$ cat src/rtl/alu4_pkg.sv
package alu4_pkg;
  typedef enum logic [3:0] {
    FN_PASS_A = 4'h0, FN_INC   = 4'h1, FN_ADD  = 4'h2, FN_ADC  = 4'h3,
    FN_SUB    = 4'h4, FN_INV_A = 4'h5, FN_NEG  = 4'h6, FN_DEC  = 4'h7,
    FN_PASS_B = 4'h8, FN_AND   = 4'h9, FN_OR   = 4'hA, FN_XOR  = 4'hB,
    FN_SHL    = 4'hC, FN_SHR   = 4'hD, FN_PAR  = 4'hE, FN_ZERO = 4'hF
  } alu_fn_e;
  localparam int FN_W = 4;
endpackage

$ cat src/rtl/alu4_arith.sv
module alu4_arith
  import alu4_pkg::*;
#(
  parameter int DATA_W = 4
) (
  input  logic [FN_W-2:0]   sel,
  input  logic [DATA_W-1:0] a,
  input  logic [DATA_W-1:0] b,
  input  logic              cin,
  output logic [DATA_W-1:0] y
);
  logic [DATA_W-1:0] lhs, rhs;
  logic              c0;

  always_comb begin
    lhs = a;
    rhs = '0;
    c0  = 1'b0;
    unique case (sel)
      3'd0: ;
      3'd1: c0 = 1'b1;
      3'd2: rhs = b;
      3'd3: begin rhs = b; c0 = cin; end
      3'd4: begin rhs = ~b; c0 = 1'b1; end
      3'd5: lhs = ~a;
      3'd6: begin lhs = ~a; c0 = 1'b1; end
      default: rhs = '1;
    endcase
  end

  assign y = lhs + rhs + {{(DATA_W-1){1'b0}}, c0};
endmodule

$ cat src/rtl/alu4_logic.sv
module alu4_logic
  import alu4_pkg::*;
#(
  parameter int DATA_W = 4
) (
  input  logic [FN_W-2:0]   sel,
  input  logic [DATA_W-1:0] a,
  input  logic [DATA_W-1:0] b,
  output logic [DATA_W-1:0] y
);
  always_comb begin
    unique case (sel)
      3'd0: y = b;
      3'd1: y = a & b;
      3'd2: y = a | b;
      3'd3: y = a ^ b;
      3'd4: y = {a[DATA_W-2:0], 1'b0};
      3'd5: y = {1'b0, a[DATA_W-1:1]};
      3'd6: y = {{(DATA_W-1){1'b0}}, ^a};
      default: y = '0;
    endcase
  end
endmodule

$ cat src/rtl/alu4_outreg.sv
module alu4_outreg #(
  parameter int DATA_W = 4
) (
  input  logic              clk,
  input  logic              rst,
  input  logic              load,
  input  logic [DATA_W-1:0] d,
  output logic [DATA_W-1:0] q
);
  always_ff @(posedge clk) begin
    if (rst)       q <= '0;
    else if (load) q <= d;
  end
endmodule

$ cat src/rtl/alu4_core.sv
module alu4_core
  import alu4_pkg::*;
#(
  parameter int DATA_W = 4
) (
  input  logic              clk,
  input  logic              rst,
  input  logic              en,
  input  logic [FN_W-1:0]   func,
  input  logic [DATA_W-1:0] opa,
  input  logic [DATA_W-1:0] opb,
  input  logic              cin,
  output logic [DATA_W-1:0] res
);
  logic [DATA_W-1:0] arith_y, logic_y, next_y;

  alu4_arith #(.DATA_W(DATA_W)) u_arith (
    .sel(func[FN_W-2:0]), .a(opa), .b(opb), .cin(cin), .y(arith_y)
  );

  alu4_logic #(.DATA_W(DATA_W)) u_logic (
    .sel(func[FN_W-2:0]), .a(opa), .b(opb), .y(logic_y)
  );

  assign next_y = func[FN_W-1] ? logic_y : arith_y;

  alu4_outreg #(.DATA_W(DATA_W)) u_reg (
    .clk(clk), .rst(rst), .load(en), .d(next_y), .q(res)
  );
endmodule

$ cat config.mk
export PLATFORM = sky130hd
export DESIGN_NAME = alu4_core
export DESIGN_NICKNAME = d
export VERILOG_FILES = /design/src/rtl/alu4_pkg.sv /design/src/rtl/alu4_arith.sv /design/src/rtl/alu4_logic.sv /design/src/rtl/alu4_outreg.sv /design/src/rtl/alu4_core.sv
export SDC_FILE = /design/constraint.sdc
export NUM_CORES = 1
export LEC_CHECK = 0
export BUFFER_PORTS_ARGS = -buffer_cell sky130_fd_sc_hd__buf_2
export CAP_MARGIN = 20
export CORE_ASPECT_RATIO = 1.1
export CORE_UTILIZATION = 47
export CTS_CLUSTER_DIAMETER = 200
export DETAILED_ROUTE_END_ITERATION = 12
export MAX_ROUTING_LAYER = met4
export PLACE_DENSITY = 0.74
export SYNTH_ARGS = -nofsm -noshare
export SYNTH_HDL_FRONTEND = slang
export SYNTH_SLANG_ARGS = --single-unit
export TNS_END_PERCENT = 20
$ cat constraint.sdc
create_clock -name clk -period 2.1 [get_ports clk]
set_input_delay 0.105 -clock clk [delete_from_list [all_inputs] [get_ports clk]]
set_output_delay 0.105 -clock clk [all_outputs]
set_load 0.03 [all_outputs]
# --- Word-level counts from Yosys, hierarchy flattened ---
# Cells that the tools add are included.
totals:
  in_bits: 16
  ff_bits: 4
  out_inout_bits: 4
  elab_cells: 25
op_classes:
  eq_ne: 6
  reduce_logical: 6
  n_addsub: 2
  bitwise: 5
  muxes: 5
ops:
  columns: ["operator", "count"]
  rows:
  - ["one-hot mux 4 bit (7 select lines)", 1]
  - ["one-hot mux 4 bit (3 select lines)", 1]
  - ["== test 3 bit (second input constant)", 3]
  - ["2-to-1 mux 4 bit", 2]
  - ["inverter 4 bit", 2]
  - ["== test 3 x 2 -> 1 bit (second input constant)", 2]
  - ["adder 4 x 1 -> 4 bit", 1]
  - ["adder 4 bit", 1]
  - ["bitwise AND 4 bit", 1]
  - ["bitwise OR 4 bit", 1]
  - ["OR reduction 2 bit", 2]
  - ["OR reduction 4 bit", 1]
  - ["XOR reduction 4 bit", 1]
  - ["bitwise XOR 4 bit", 1]
  - ["== test 3 x 1 -> 1 bit (second input constant)", 1]
  - ["logical NOT 3 bit", 1]
  - ["OR reduction 3 bit", 1]
  - ["one-hot mux 1 bit (2 select lines)", 1]

# --- Longest topological paths before layout ---
logic_depth:
  word_depth: 6
  mapped_depth: 10
  mapped_depth_nobuf: 10

# --- Cells and area by module ---
# A second synthesis with hierarchy kept.
hier_totals:
  cells_unflattened: 101
  area_unflattened_um2: 858.3
by_module_without_submodules:
  columns: ["mod", "area_per_inst_um2", "n_inst", "cells_each", "seq_area_each_um2"]
  rows:
  - ["alu4_logic", 400.4, 1, 50, 0.0]
  - ["alu4_arith", 272.8, 1, 34, 0.0]
  - ["alu4_outreg", 140.1, 1, 13, 80.1]
  - ["alu4_core", 45.0, 1, 4, 0.0]

# --- Worst setup path after synthesis ---
# Ideal clock, no wire load.
synth_path:
  path_kind: "input to register"
  startpoint: "input port func[0]"
  endpoint: "register u_reg.q[2]"
  arrival_time_ns: 2.032
  t_required_ns: 1.976
  slack_ns: -0.056
  setup_time_ns: 0.124
  stages: 10
  path_buffers: 1
  path_cell_list: "buf_4 > xor2_1 > nand2_1 > xnor2_1 > fa_1 > fa_1 > xor2_1 > o21ai_0 > nor4_1 > nor4_1"
synth_via:
  elab_chain_cells: 6
  elab_cells_between_ends: 18
  cone_classes: "add/sub (2); eq/ne (6); mux (5); reduce/logical (5)"
synth_lines:
  columns: ["element", "line_no", "rtl"]
  rows:
  - ["start, declared", "alu4_core.sv:9", "input logic [FN_W-1:0] func,"]
  - ["== test 3 bit, or another cell as far along", "alu4_arith.sv:19, alu4_logic.sv:12", null]
  - ["OR reduction 4 bit (no source line) / OR reduction 2 bit (equally long branches)", null, null]
  - ["one-hot mux 4 bit (3 select lines) / 2-to-1 mux 4 bit (equally long branches)", null, null]
  - ["adder 4 bit", "alu4_arith.sv:31", "assign y = lhs + rhs + {{(DATA_W-1){1'b0}}, c0};"]
  - ["adder 4 x 1 -> 4 bit", "alu4_arith.sv:31", null]
  - ["2-to-1 mux 4 bit *", "alu4_core.sv:25", "assign next_y = func[FN_W-1] ? logic_y : arith_y;"]
  - ["end signal, assigned", "alu4_outreg.sv:11", "if (rst) q <= '0;"]
  - ["end signal, assigned", "alu4_outreg.sv:12", "else if (load) q <= d;"]
  - ["end, declared", "alu4_outreg.sv:8", "output logic [DATA_W-1:0] q"]
# Every way passes the cells marked *; elsewhere a longest branch is shown, timed or not.
# A chain may end at the register's enable or synchronous reset.

# --- Worst setup path after layout ---
# Ends and elaborated chain as after synthesis.

==> flow_summary.ini <==
[hold_path]
hold_class = in -> reg
min_from = rst

[power]
power_density_mw_per_mm2 = 408
leakage_nw = 0.519
vdd_ir_drop_max_v = 0.000172

[outcome]
status = completed

[final_layout]
fin_nets = 169
multi_input_area_um2 = 688
mostFrequentLayoutCell = buf_2
regArea_um2 = 80.1
final_cell_mix = buf_2, inv_1, buf_4, nor2_1, ha_1
syn2layout_area_growth_pct = 26.2
fillCellCount = 146
n_antenna_cell = 0
fin_util_pct = 65.3
drive_above_1_share_pct = 30.9
fin_area_mm2 = 0.00105
top_regs = u_reg.q x4
largest_reg_flops = 4
regMostFlops = u_reg.q

[global_routing]
grt-ovfl-total = 0
track_usage_pct = 22.2
grt_pass1_vias = 732
grt_max_degree = 11
grt_antenna_before_repair = 0
grt_pass1_wl_mm = 3.17

[route]
drt_pass1_iterations = 4
drt-total-wl_mm = 1.96
vias_per_cell = 5.44
vias = 849
drt_iter0_drc = 14
postRouteAntennaNets = 0
detail_route.wl_per_cell_um = 12.6
drc = 0

[timing]
hold_viol_final = 0
period_minus_slack_ns = 1.94
setup_tns_ns = 0
skew_ns = 0
fmax_ghz = 0.515
layout_setup_ws_ns = 0.159
period_share_pct = 92.5
slew_violations = 0
worstMarginPinSlew_ns = 0.302
slew_headroom_pct = 79.8
holdWs_ns = 0.113
rsz0062_at_grt = no
setup_viol = 0

[floorplanning]
die_w_um = 42.2
die_h_um = 46.2
initial_core_util_pct = 51.7
dieArea_mm2 = 0.00195
rows = 15
core_area_mm2 = 0.00161
num_io_pins = 20

[clock_tree]
hold_buffers = 0
htreeDepth = 1
cts_tree = done
root_buffer = clkbuf_4
clock_sinks = 4
cts-buffers-inserted = 3
clock_path_buffers = 2
path_clk_slew_ns = 0.03
worstSkewPairLatency_ns = 0.24

[placed_design]
place_ws_ns = -0.188
dpl-instance-area_mm2 = 0.00101
gp_congestion = 0.873
place.port_buffers = 19
hpwl_mm = 1.64

[setup_path]
rr_startpoint = u_reg.q[2]$_SDFFE_PP0P_
startpoint_type = primary input
crit_type = in -> reg
cp.required_ns = 2.25
arrival_ns = 2.09
endpoint_kind = register
startpoint = func[0]
crit_path_top_delay_cell = fa_2
path_cells = buf_2 > buf_4 > nor2b_2 > a21oi_1 > fa_2 > fa_1 > xor2_1 > o21ai_2 > nor2_1 > nor4_2
worst-path-max-fanout = 6
slowest_delay_ns = 0.43
timing.critical_path.buf_inv = 2
cp_top_family = adder cells

[synthesis]
yosys.area.top_type_share_pct = 15.0
synth_area_leader_cell = ha_1
syn_area_um2 = 835
yosys_warnings = 0
synth_area_leaders = ha_1, dfxtp_1, xnor2_1, inv_1, a21oi_1
seq_area_frac_synth_pct = 9.60
avgSynthCellArea_um2 = 7.66
ys_types = 36
yosys_register_bits = 4
postSynthCellCount = 109
synth_fp_nets = 137

[flow_run]
maxCapViolCount = 0
## stage by stage
step                      cells  total power [mW]
after detailed placement    153             0.325
after floorplan             109             0.249
final                       156             0.429
after CTS                   156             0.423
after global placement      153             0.317
after global routing        156             0.466
## report_power, final
group	total (mW)	internal (mW)	switching, mW
Sequential	0.0892	0.0852	0.00399
Clock	0.0967	0.0639	0.0328
Combinational	0.243	0.110	0.133
Total	0.429	0.259	0.170
## cell usage after synthesis
cell,instances
a2111oi_4,1
a211oi_1,1
a21boi_0,1
a21o_1,1
a21oi_1,9
a22oi_1,3
a311oi_1,1
a32o_1,1
and2_1,1
and2b_1,2
buf_1,1
buf_2,1
buf_4,1
buf_6,2
dfxtp_1,4
fa_1,2
ha_1,10
inv_1,13
mux2i_1,3
nand2_1,3
nand2b_1,4
nand3b_1,2
nor2_1,11
nor2_2,1
nor2b_1,3
nor3b_1,1
nor4_1,2
o211ai_1,1
o21ai_0,5
o21ai_1,1
o21bai_1,2
o221ai_1,1
o22ai_1,3
or3b_2,1
xnor2_1,7
xor2_1,3
## routing by layer
layer / up-vias / global-route usage [%] / wire length, um / share of wire, %
met4: 0 / 9.38 / 36 / 1.8
met1: 381 / 26.2 / 865 / 44
li1: 438 / - / - / -
met2: 24 / 38.8 / 981 / 50
met3: 6 / 2.35 / 78 / 4.0
met5: - / - / 0 / 0
## layout make-up
class / instances / area share, %
Timing Repair Buffer: 32 / 18.3
Sequential cell: 4 / 7.60
Multi-Input combinational cell: 87 / 65.3
Clock buffer: 3 / 2.14
Inverter: 13 / 4.63
Tap cell: 17 / 2.02
## worst paths after layout
path                              to  slack, ns  cells past startpoint
min reg2reg  u_reg.q[3]$_SDFFE_PP0P_       0.52                      2
max reg2reg  u_reg.q[2]$_SDFFE_PP0P_       1.39                      2
max          u_reg.q[2]$_SDFFE_PP0P_       0.16                     10
min          u_reg.q[2]$_SDFFE_PP0P_       0.11                      2
## kinds of logic after synthesis
family          count (synthesis)  synth area share (%)
simple gates                   31                  20.1
xor+xnor                       10                  10.5
flops                           4                  9.60
buf+inv                        18                  10.5
compound gates                 31                  25.9
mux                             3                  3.60
fa+ha+maj                      12                  19.8
## worst register-to-register path, delay by kind of cell (launching register included)
kind,cells,cell delay (ns)
DFF,1,0.32
and+or+nand+nor,2,0.30
## repair_timing
action	4_1_cts	5_1_grt
gates resized for setup	0	5
endpoints found under the setup margin	0	1
setup buffers	0	0
(Power assumes the default switching activity.)
